File: src/rtl/strap_tap_pkg.sv
package strap_tap_pkg;

    localparam int unsigned DFT_BITS = 3;
    localparam int unsigned TAP_BITS = 2;

    typedef enum logic [1:0] {
        LC_TEST_UNLK = 2'd0,
        LC_RMA       = 2'd1,
        LC_DEV       = 2'd2,
        LC_OTHER     = 2'd3
    } lc_phase_e;

    typedef enum logic [1:0] {
        TAP_NONE      = 2'd0,
        TAP_LIFECYCLE = 2'd1,
        TAP_CPU_DBG   = 2'd2,
        TAP_DFT       = 2'd3
    } tap_pick_e;

    typedef enum logic {
        SMP_AWAIT_BOOT = 1'b0,
        SMP_RUNNING    = 1'b1
    } smp_state_e;

    // Phases in which test access is fully open.
    function automatic logic lc_is_open(lc_phase_e ph);
        return (ph == LC_TEST_UNLK) || (ph == LC_RMA);
    endfunction

    // Whether TAP strap bit 'idx' may be captured at boot in phase 'ph'.
    function automatic logic tap_boot_allowed(int unsigned idx, lc_phase_e ph);
        if (idx == 0) begin
            return 1'b1;
        end
        return ph != LC_OTHER;
    endfunction

endpackage

File: src/rtl/strap_seq_fsm.sv
module strap_seq_fsm
    import strap_tap_pkg::*;
(
    input  logic       clk_i,
    input  logic       rst_ni,
    input  logic       boot_strobe_i,
    output smp_state_e state_o,
    output logic       boot_cap_o,
    output logic       run_o
);

    smp_state_e state_q;
    smp_state_e state_d;

    always_ff @(posedge clk_i or negedge rst_ni) begin
        if (!rst_ni) begin
            state_q <= SMP_AWAIT_BOOT;
        end else begin
            state_q <= state_d;
        end
    end

    always_comb begin
        state_d = state_q;
        unique case (state_q)
            SMP_AWAIT_BOOT: begin
                if (boot_strobe_i) begin
                    state_d = SMP_RUNNING;   // BOOT_CAPTURE
                end
            end
            SMP_RUNNING: begin
                state_d = SMP_RUNNING;       // STAY_RUNNING
            end
            default: begin
                state_d = SMP_AWAIT_BOOT;
            end
        endcase
    end

    always_comb begin
        boot_cap_o = 1'b0;
        run_o      = 1'b0;
        unique case (state_q)
            SMP_AWAIT_BOOT: begin
                boot_cap_o = boot_strobe_i;
            end
            SMP_RUNNING: begin
                run_o = 1'b1;
            end
            default: begin
                boot_cap_o = 1'b0;
            end
        endcase
    end

    assign state_o = state_q;

endmodule

File: src/rtl/strap_capture.sv
module strap_capture
    import strap_tap_pkg::*;
(
    input  logic                clk_i,
    input  logic                rst_ni,
    input  lc_phase_e           lc_i,
    input  logic                boot_cap_i,
    input  logic                run_i,
    input  logic                hold_i,
    input  logic [DFT_BITS-1:0] dft_pins_i,
    input  logic [TAP_BITS-1:0] tap_pins_i,
    output logic [DFT_BITS-1:0] dft_q_o,
    output logic [TAP_BITS-1:0] tap_q_o
);

    logic open_phase;
    logic follow_en;

    assign open_phase = lc_is_open(lc_i);
    assign follow_en  = run_i && open_phase && !hold_i;

    // DFT straps: single snapshot at boot, only in open phases.
    always_ff @(posedge clk_i or negedge rst_ni) begin
        if (!rst_ni) begin
            dft_q_o <= '0;
        end else if (boot_cap_i) begin
            dft_q_o <= open_phase ? dft_pins_i : '0;
        end
    end

    // TAP straps: per-bit boot policy plus continuous following.
    for (genvar b = 0; b < TAP_BITS; b++) begin : g_tap_bit
        logic boot_ok;
        assign boot_ok = tap_boot_allowed(b, lc_i);

        always_ff @(posedge clk_i or negedge rst_ni) begin
            if (!rst_ni) begin
                tap_q_o[b] <= 1'b0;
            end else if (boot_cap_i) begin
                tap_q_o[b] <= boot_ok ? tap_pins_i[b] : 1'b0;
            end else if (follow_en) begin
                tap_q_o[b] <= tap_pins_i[b];
            end
        end
    end

endmodule

File: src/rtl/tap_route.sv
module tap_route
    import strap_tap_pkg::*;
#(
    parameter int unsigned NUM_PADS = 4,
    parameter int unsigned ATTR_W   = 13,
    localparam int unsigned BUS_W   = NUM_PADS * ATTR_W
) (
    input  lc_phase_e           lc_i,
    input  logic [TAP_BITS-1:0] tap_q_i,
    input  logic [BUS_W-1:0]    attr_i,
    output tap_pick_e           sel_o,
    output logic                active_o,
    output logic [BUS_W-1:0]    attr_o
);

    always_comb begin
        sel_o = TAP_NONE;
        unique case (tap_q_i)
            2'b00: sel_o = TAP_NONE;
            2'b01: sel_o = TAP_LIFECYCLE;
            2'b10: sel_o = (lc_i != LC_OTHER) ? TAP_CPU_DBG : TAP_NONE;
            2'b11: sel_o = lc_is_open(lc_i) ? TAP_DFT : TAP_NONE;
            default: sel_o = TAP_NONE;
        endcase
    end

    assign active_o = (sel_o != TAP_NONE);

    for (genvar p = 0; p < NUM_PADS; p++) begin : g_pad
        assign attr_o[p*ATTR_W +: ATTR_W] =
            active_o ? '0 : attr_i[p*ATTR_W +: ATTR_W];
    end

endmodule

File: src/rtl/strap_tap_sel.sv
module strap_tap_sel
    import strap_tap_pkg::*;
#(
    parameter int unsigned NUM_PADS = 4,
    parameter int unsigned ATTR_W   = 13,
    localparam int unsigned BUS_W   = NUM_PADS * ATTR_W
) (
    input  logic                clk_i,
    input  logic                rst_ni,
    input  logic [1:0]          lc_state_i,
    input  logic                boot_strobe_i,
    input  logic                hold_i,
    input  logic [DFT_BITS-1:0] dft_pins_i,
    input  logic [TAP_BITS-1:0] tap_pins_i,
    input  logic [BUS_W-1:0]    jtag_attr_i,
    output logic [DFT_BITS-1:0] dft_strap_o,
    output logic [1:0]          tap_sel_o,
    output logic                jtag_active_o,
    output logic [BUS_W-1:0]    jtag_attr_o
);

    lc_phase_e           lc_ph;
    smp_state_e          seq_state;
    logic                boot_cap;
    logic                run_en;
    logic [TAP_BITS-1:0] tap_bits_q;
    tap_pick_e           sel_pick;

    assign lc_ph = lc_phase_e'(lc_state_i);

    strap_seq_fsm u_fsm (
        .clk_i         (clk_i),
        .rst_ni        (rst_ni),
        .boot_strobe_i (boot_strobe_i),
        .state_o       (seq_state),
        .boot_cap_o    (boot_cap),
        .run_o         (run_en)
    );

    strap_capture u_cap (
        .clk_i      (clk_i),
        .rst_ni     (rst_ni),
        .lc_i       (lc_ph),
        .boot_cap_i (boot_cap),
        .run_i      (run_en),
        .hold_i     (hold_i),
        .dft_pins_i (dft_pins_i),
        .tap_pins_i (tap_pins_i),
        .dft_q_o    (dft_strap_o),
        .tap_q_o    (tap_bits_q)
    );

    tap_route #(
        .NUM_PADS (NUM_PADS),
        .ATTR_W   (ATTR_W)
    ) u_route (
        .lc_i     (lc_ph),
        .tap_q_i  (tap_bits_q),
        .attr_i   (jtag_attr_i),
        .sel_o    (sel_pick),
        .active_o (jtag_active_o),
        .attr_o   (jtag_attr_o)
    );

    assign tap_sel_o = sel_pick;

endmodule

File: config.mk
export PLATFORM = sky130hd
export DESIGN_NAME = strap_tap_sel
export DESIGN_NICKNAME = d
export VERILOG_FILES = /design/src/rtl/strap_tap_pkg.sv /design/src/rtl/strap_seq_fsm.sv /design/src/rtl/strap_capture.sv /design/src/rtl/tap_route.sv /design/src/rtl/strap_tap_sel.sv
export SDC_FILE = /design/constraint.sdc
export NUM_CORES = 1
export LEC_CHECK = 0
export BUFFER_PORTS_ARGS = -buffer_cell sky130_fd_sc_hd__buf_4
export CAP_MARGIN = 40
export CORE_AREA = 2 2 53 55
export CTS_BUF_LIST = sky130_fd_sc_hd__clkbuf_16
export CTS_CLUSTER_DIAMETER = 80
export CTS_CLUSTER_SIZE = 16
export DETAILED_ROUTE_END_ITERATION = 10
export DIE_AREA = 0 0 55 57
export GPL_ROUTABILITY_DRIVEN = 0
export PLACE_DENSITY_LB_ADDON = 0.25
export SLEW_MARGIN = 20
export SYNTH_ARGS = -nofsm -noshare
export SYNTH_HDL_FRONTEND = slang
export SYNTH_SLANG_ARGS = --single-unit
File: constraint.sdc
create_clock -name clk_i -period 2.5 [get_ports clk_i]
set_input_delay 0.25 -clock clk_i [delete_from_list [all_inputs] [get_ports clk_i]]
set_output_delay 0.25 -clock clk_i [all_outputs]
set_load 0.01 [all_outputs]
==> results.json, run 1 <==
{
  "die-area_um2": 3140,
  "drive_gt1_share_pct": 68.1,
  "cts.sinks": 6,
  "synthCells": 86,
  "drc": 0,
  "place_area_um2": 1600,
  "ant_nets": 0,
  "clockBufferDepth": 2,
  "drt-initial-drc-count": 4,
  "cp-start-kind": "register",
  "synth_edf_count": 0,
  "cp_max_fo": 41,
  "synth_top_area_cell": "and2_1",
  "period_share_pct": 85.2,
  "synthesis.nets": 149,
  "final_nets": 272,
  "finalSetupTns_ns": 0,
  "htreeDepth": 1,
  "hold_class": "in2reg",
  "cts_root_buffer": "clkbuf_16",
  "row_count": 19,
  "setup-violations-final": 0,
  "end_kind": "primary output",
  "final_max_slew_viol_count": 0,
  "synth.most_common_cell": "and2_1",
  "grt_start_max_net_pins": 42,
  "cts_setup_buffers": 0,
  "ff2ff_path_depth": 3,
  "maxCapViolations": 0,
  "min_period_ns": 2.13,
  "grt_use_total_pct": 15.7,
  "synth_area_leaders": "and2_1, dfrtp_1, and2_2",
  "wl_met3_um": 359,
  "first_global_vias": 862,
  "vias": 1005,
  "skew_ns": 0.00108,
  "seq_area_frac_synth_pct": 21.5,
  "yosysWarnings": 0,
  "yosys_register_bits": 6,
  "antennaDiodeCount": 0,
  "power.leakage_nw": 0.938,
  "synth_ff_type": "dfrtp_1",
  "async_reset_ff_share_pct": 100,
  "rsz0062_at_grt": "no",
  "p_per_area_nw_per_um2": 505,
  "yosys-top-cells-count": "and2_1, and2_2, dfrtp_1, buf_6",
  "cts_buffers": 3,
  "grt_pass1_wl_um": 3620,
  "coreArea_um2": 2620,
  "design_area_um2": 1680,
  "avgSynthCellArea_um2": 8.13,
  "routed.top_layer": "met4",
  "firstDrtPassIters": 3,
  "outcome": "complete, no violations",
  "clock_latency_ns": 0.23,
  "antenna_found_initial": 0,
  "die_h_um": 57,
  "cts_tree": "yes",
  "final.fill_count": 229,
  "syn_area_um2": 699,
  "ir_drop_mv": 0.479,
  "via_per_inst": 4.22,
  "crit_arrival_ns": 1.88,
  "fmax_mhz": 469,
  "crit_type": "reg2out",
  "cp.required_ns": 2.25,
  "wl_per_cell_um": 11.7,
  "clk_pin_slew_ns": 0.03,
  "synth.distinct_cells": 15,
  "start_util_pct": 26.7,
  "drt-total-wl_um": 2790,
  "hold_path_depth": 2,
  "dieWidth_um": 55,
  "worst_pin_slew_ns": 0.773,
  "hpwl_um": 2370,
  "maxSlewHeadroom_pct": 47.4,
  "portBuffers": 120,
  "syn2layout_area_growth_pct": 141,
  "routedLengthMet1_um": 872,
  "synth_top_area_share_pct": 36.7,
  "final-hold-violation-count": 0,
  "route.met2.wl_um": 1510,
  "grt_overflow": 0,
  "ios": 121
}
## area by class of cell
cell class	instances	area (um^2)	area share (%)
timing repair buffer	123	926	55.0
clock buffer	3	75.1	4.46
inverter	3	11.3	0.669
sequential	6	150	8.92
multi-input combinational	72	482	28.6
tap	31	38.8	2.30
## path summary, 6_finish.rpt
path / to / startpoint / slack (ns)
max: jtag_attr_o[13] / u_cap.tap_q_o[0] / 0.37
min: u_fsm.state_o / boot_strobe_i / 0.22
max reg2reg: u_cap.tap_q_o[0] / u_fsm.state_o / 1.22
min reg2reg: u_cap.dft_q_o[2] / u_cap.dft_q_o[2] / 0.48
max in group asynchronous: u_cap.dft_q_o[2] / rst_ni / 2.01
min in group asynchronous: u_cap.tap_q_o[0] / rst_ni / 0.38
## sequential cells by signal, summed over array words and instances, names as in the netlist
name / flops
u_cap.tap_q_o: 2
u_cap.dft_q_o: 3
u_fsm.state_o: 1
## what timing repair did
item / CTS / global route
hold endpoints to repair: 6 / 0
hold buffers: 1 / 0
resized for setup: 0 / 0
## layer usage
metal | global-route usage [%] | up-vias
li1 | - | 505
met2 | 29.1 | 59
met3 | 4.97 | 6
met1 | 15.7 | 435
met4 | 5.57 | 0
met5 | 0 | -
## critical path, cell delays in order, from the launching register on
cell and delay (ns):
dfrtp_1 0.42, o21ai_2 0.11, mux2i_4 0.60, buf_4 0.26, and2_1 0.14, buf_4 0.12
## where the power goes
group          leakage, nW  internal, mW  switching, mW
clock               0.0370         0.206         0.0572
combinational        0.830         0.281          0.189
sequential          0.0719         0.107         0.0102
total                0.938         0.593          0.256
## stage by stage
| stage | util (%) | worst slack, ns | cells | power, mW | hold WS [ns] |
|---|---|---|---|---|---|
| 6_report | 64.4 | 0.369 | 238 | 0.849 | 0.222 |
| 3_5_place_dp | 61.1 | 0.610 | 234 | 0.592 | 0.0631 |
| 4_1_cts | 64.4 | 0.333 | 238 | 0.862 | 0.219 |
| 5_1_grt | 64.4 | 0.196 | 238 | 0.899 | 0.232 |
| 3_3_place_gp | 61.1 | 0.664 | 234 | 0.584 | 0.0612 |
| 2_1_floorplan | - | 1.17 | 86 | 0.344 | -0.0456 |
## cell families after synthesis
logic type             Yosys count  share of synthesized area [%]
muxes                            3                           6.26
AOI/OAI and AO/OA                7                           6.44
buffers and inverters            8                           9.66
DFF                              6                           21.5
and+or+nand+nor                 62                           56.2
## cell usage in the layout, fill, tap and decap left out
cell type	Yosys	layout
mux2i_4	1	1
and2_2	12	12
nand2b_1	4	4
and2_1	41	41
buf_4	0	122
inv_1	3	3
nand2_1	4	4
mux2i_1	1	1
or2_2	1	1
dlygate4sd3_1	0	1
o31a_1	1	1
dfrtp_1	6	6
mux2_2	1	1
o21ai_0	4	4
o21ai_2	1	1
a21boi_0	1	1
clkbuf_16	0	3
Power figures use the tool's default switching activity.
==> inputs of run 2 (changes only) <==
--- a/config.mk
+++ b/config.mk
@@ -7,12 +7,14 @@
 export LEC_CHECK = 0
 export BUFFER_PORTS_ARGS = -buffer_cell sky130_fd_sc_hd__buf_4
 export CAP_MARGIN = 40
-export CORE_AREA = 2 2 53 55
+export CELL_PAD_IN_SITES_DETAIL_PLACEMENT = 1
+export CELL_PAD_IN_SITES_GLOBAL_PLACEMENT = 1
+export CORE_AREA = 2 2 70 72
 export CTS_BUF_LIST = sky130_fd_sc_hd__clkbuf_16
 export CTS_CLUSTER_DIAMETER = 80
 export CTS_CLUSTER_SIZE = 16
 export DETAILED_ROUTE_END_ITERATION = 10
-export DIE_AREA = 0 0 55 57
+export DIE_AREA = 0 0 72 74
 export GPL_ROUTABILITY_DRIVEN = 0
 export PLACE_DENSITY_LB_ADDON = 0.25
 export SLEW_MARGIN = 20
==> run 2 against run 1 <==
Total power down 0.59%. Setup slack better by 0.29 ns. Clock power down 3%.
==> results.json, run 2 (synthesized netlist as in run 1, its figures left out) <==
{
  "cts_tree": "yes",
  "routed.top_layer": "met4",
  "power.leakage_nw": 0.934,
  "crit_path_max_incr_delay_ns": 0.42,
  "finalSetupTns_ns": 0,
  "wl_met3_um": 403,
  "antenna_found_initial": 0,
  "dp_cells": 256,
  "vias": 978,
  "grt_use_total_pct": 12.4,
  "p_per_area_nw_per_um2": 495,
  "worst_pin_slew_ns": 0.375,
  "cts_setup_buffers": 0,
  "clock_latency_ns": 0.23,
  "grt_start_max_net_pins": 54,
  "final_cell_mix": "buf_4, and2_1, and2_2",
  "crit_top_cell": "buf_4",
  "firstDrtPassIters": 2,
  "route.met2.wl_um": 2020,
  "drive_gt1_share_pct": 68.0,
  "htreeDepth": 1,
  "portBuffers": 120,
  "final.fill_count": 564,
  "critical_path.top_delay_family": "buffers and inverters",
  "via_per_inst": 3.76,
  "hold_class": "in2reg",
  "layout.cells.non_filler": 260,
  "clockBufferDepth": 2,
  "maxCapViolations": 0,
  "crit_type": "reg2out",
  "hpwl_um": 3220,
  "cts_root_buffer": "clkbuf_16",
  "crit_buf_inv": 2,
  "ios": 121,
  "regMostFlops": "u_cap.dft_q_o",
  "cts_buffers": 3,
  "drc": 0,
  "fmax_mhz": 545,
  "final_max_slew_viol_count": 0,
  "final_nets": 271,
  "clk_pin_slew_ns": 0.03,
  "ir_drop_mv": 0.445,
  "cp_max_fo": 53,
  "crit_arrival_ns": 1.59,
  "setup-violations-final": 0,
  "drt-total-wl_um": 3680,
  "period_share_pct": 73.4,
  "cts.sinks": 6,
  "outcome": "complete, no violations",
  "rsz0062_at_grt": "no",
  "final-hold-violation-count": 0,
  "drt-initial-drc-count": 26,
  "end_kind": "primary output",
  "skew_ns": 0.00158,
  "dieWidth_um": 72,
  "hold_ws_ns": 0.229,
  "die-area_um2": 5330,
  "cp.required_ns": 2.25,
  "ant_nets": 0,
  "first_global_vias": 865,
  "path_cells": "mux2i_4 -> buf_4 -> and2_2 -> buf_4",
  "slowest_stage": "dfrtp_1",
  "min_period_ns": 1.84,
  "coreArea_um2": 4600,
  "final_common_cell": "buf_4",
  "start_util_pct": 15.2,
  "wl_per_cell_um": 14.1,
  "maxSlewHeadroom_pct": 75.0,
  "row_count": 25,
  "grt_overflow": 0,
  "antennaDiodeCount": 0,
  "syn2layout_area_growth_pct": 144,
  "cp-start-kind": "register",
  "routedLengthMet1_um": 1250,
  "largest_reg_flops": 3,
  "grt_pass1_wl_um": 4960,
  "die_h_um": 74
}
## run 2: cell count changes in the layout (fill, tap and decap cells not counted)
| cell | before | now |
|---|---|---|
| buf_4 | 122 | 121 |
## run 2: power breakdown
| part | switching [mW] | internal, mW |
|---|---|---|
| combinational | 0.196 | 0.277 |
| sequential | 0.0102 | 0.107 |
| clock | 0.0499 | 0.205 |
| total | 0.256 | 0.588 |
## run 2: cell type report
class / count / area [um^2] / share of cell area (%)
multi-input combinational: 72 / 482 / 28.3
clock buffer: 3 / 75.1 / 4.41
tap: 54 / 67.6 / 3.96
inverter: 3 / 11.3 / 0.661
timing repair buffer: 122 / 918 / 53.9
sequential: 6 / 150 / 8.81
## run 2: worst paths after layout
path                       depth (start not counted)  slack [ns]              from                to
min reg2reg                                        1        0.48     u_fsm.state_o     u_fsm.state_o
max reg2reg                                        3        1.20     u_fsm.state_o  u_cap.tap_q_o[0]
min                                                2        0.23     boot_strobe_i     u_fsm.state_o
max in group asynchronous                          2        1.99            rst_ni  u_cap.dft_q_o[2]
min in group asynchronous                          2        0.39            rst_ni  u_cap.dft_q_o[1]
max                                                4        0.66  u_cap.tap_q_o[1]   jtag_attr_o[45]
## run 2: stage by stage
| stage | utilization, % | setup WS (ns) | cell area [um^2] | power [mW] |
|---|---|---|---|---|
| after floorplan | - | 1.17 | 699 | 0.344 |
| after global placement | 35.2 | 0.883 | 1620 | 0.601 |
| after detailed placement | 35.2 | 0.894 | 1620 | 0.599 |
| after CTS | 37.1 | 0.653 | 1700 | 0.858 |
| after global routing | 37.1 | 0.550 | 1700 | 0.901 |
| final | 37.1 | 0.664 | 1700 | 0.844 |
## run 2: routing by layer
layer  global-route usage (%)  up-vias
met5                        0        -
met4                     3.14        0
met3                     3.52        2
met2                     23.4       63
met1                     13.7      412
li1                         -      501
## run 2: timing repair
item                      4_1_cts  5_1_grt
hold endpoints to repair        6        0
hold buffers                    1        0
resized for setup               0        0
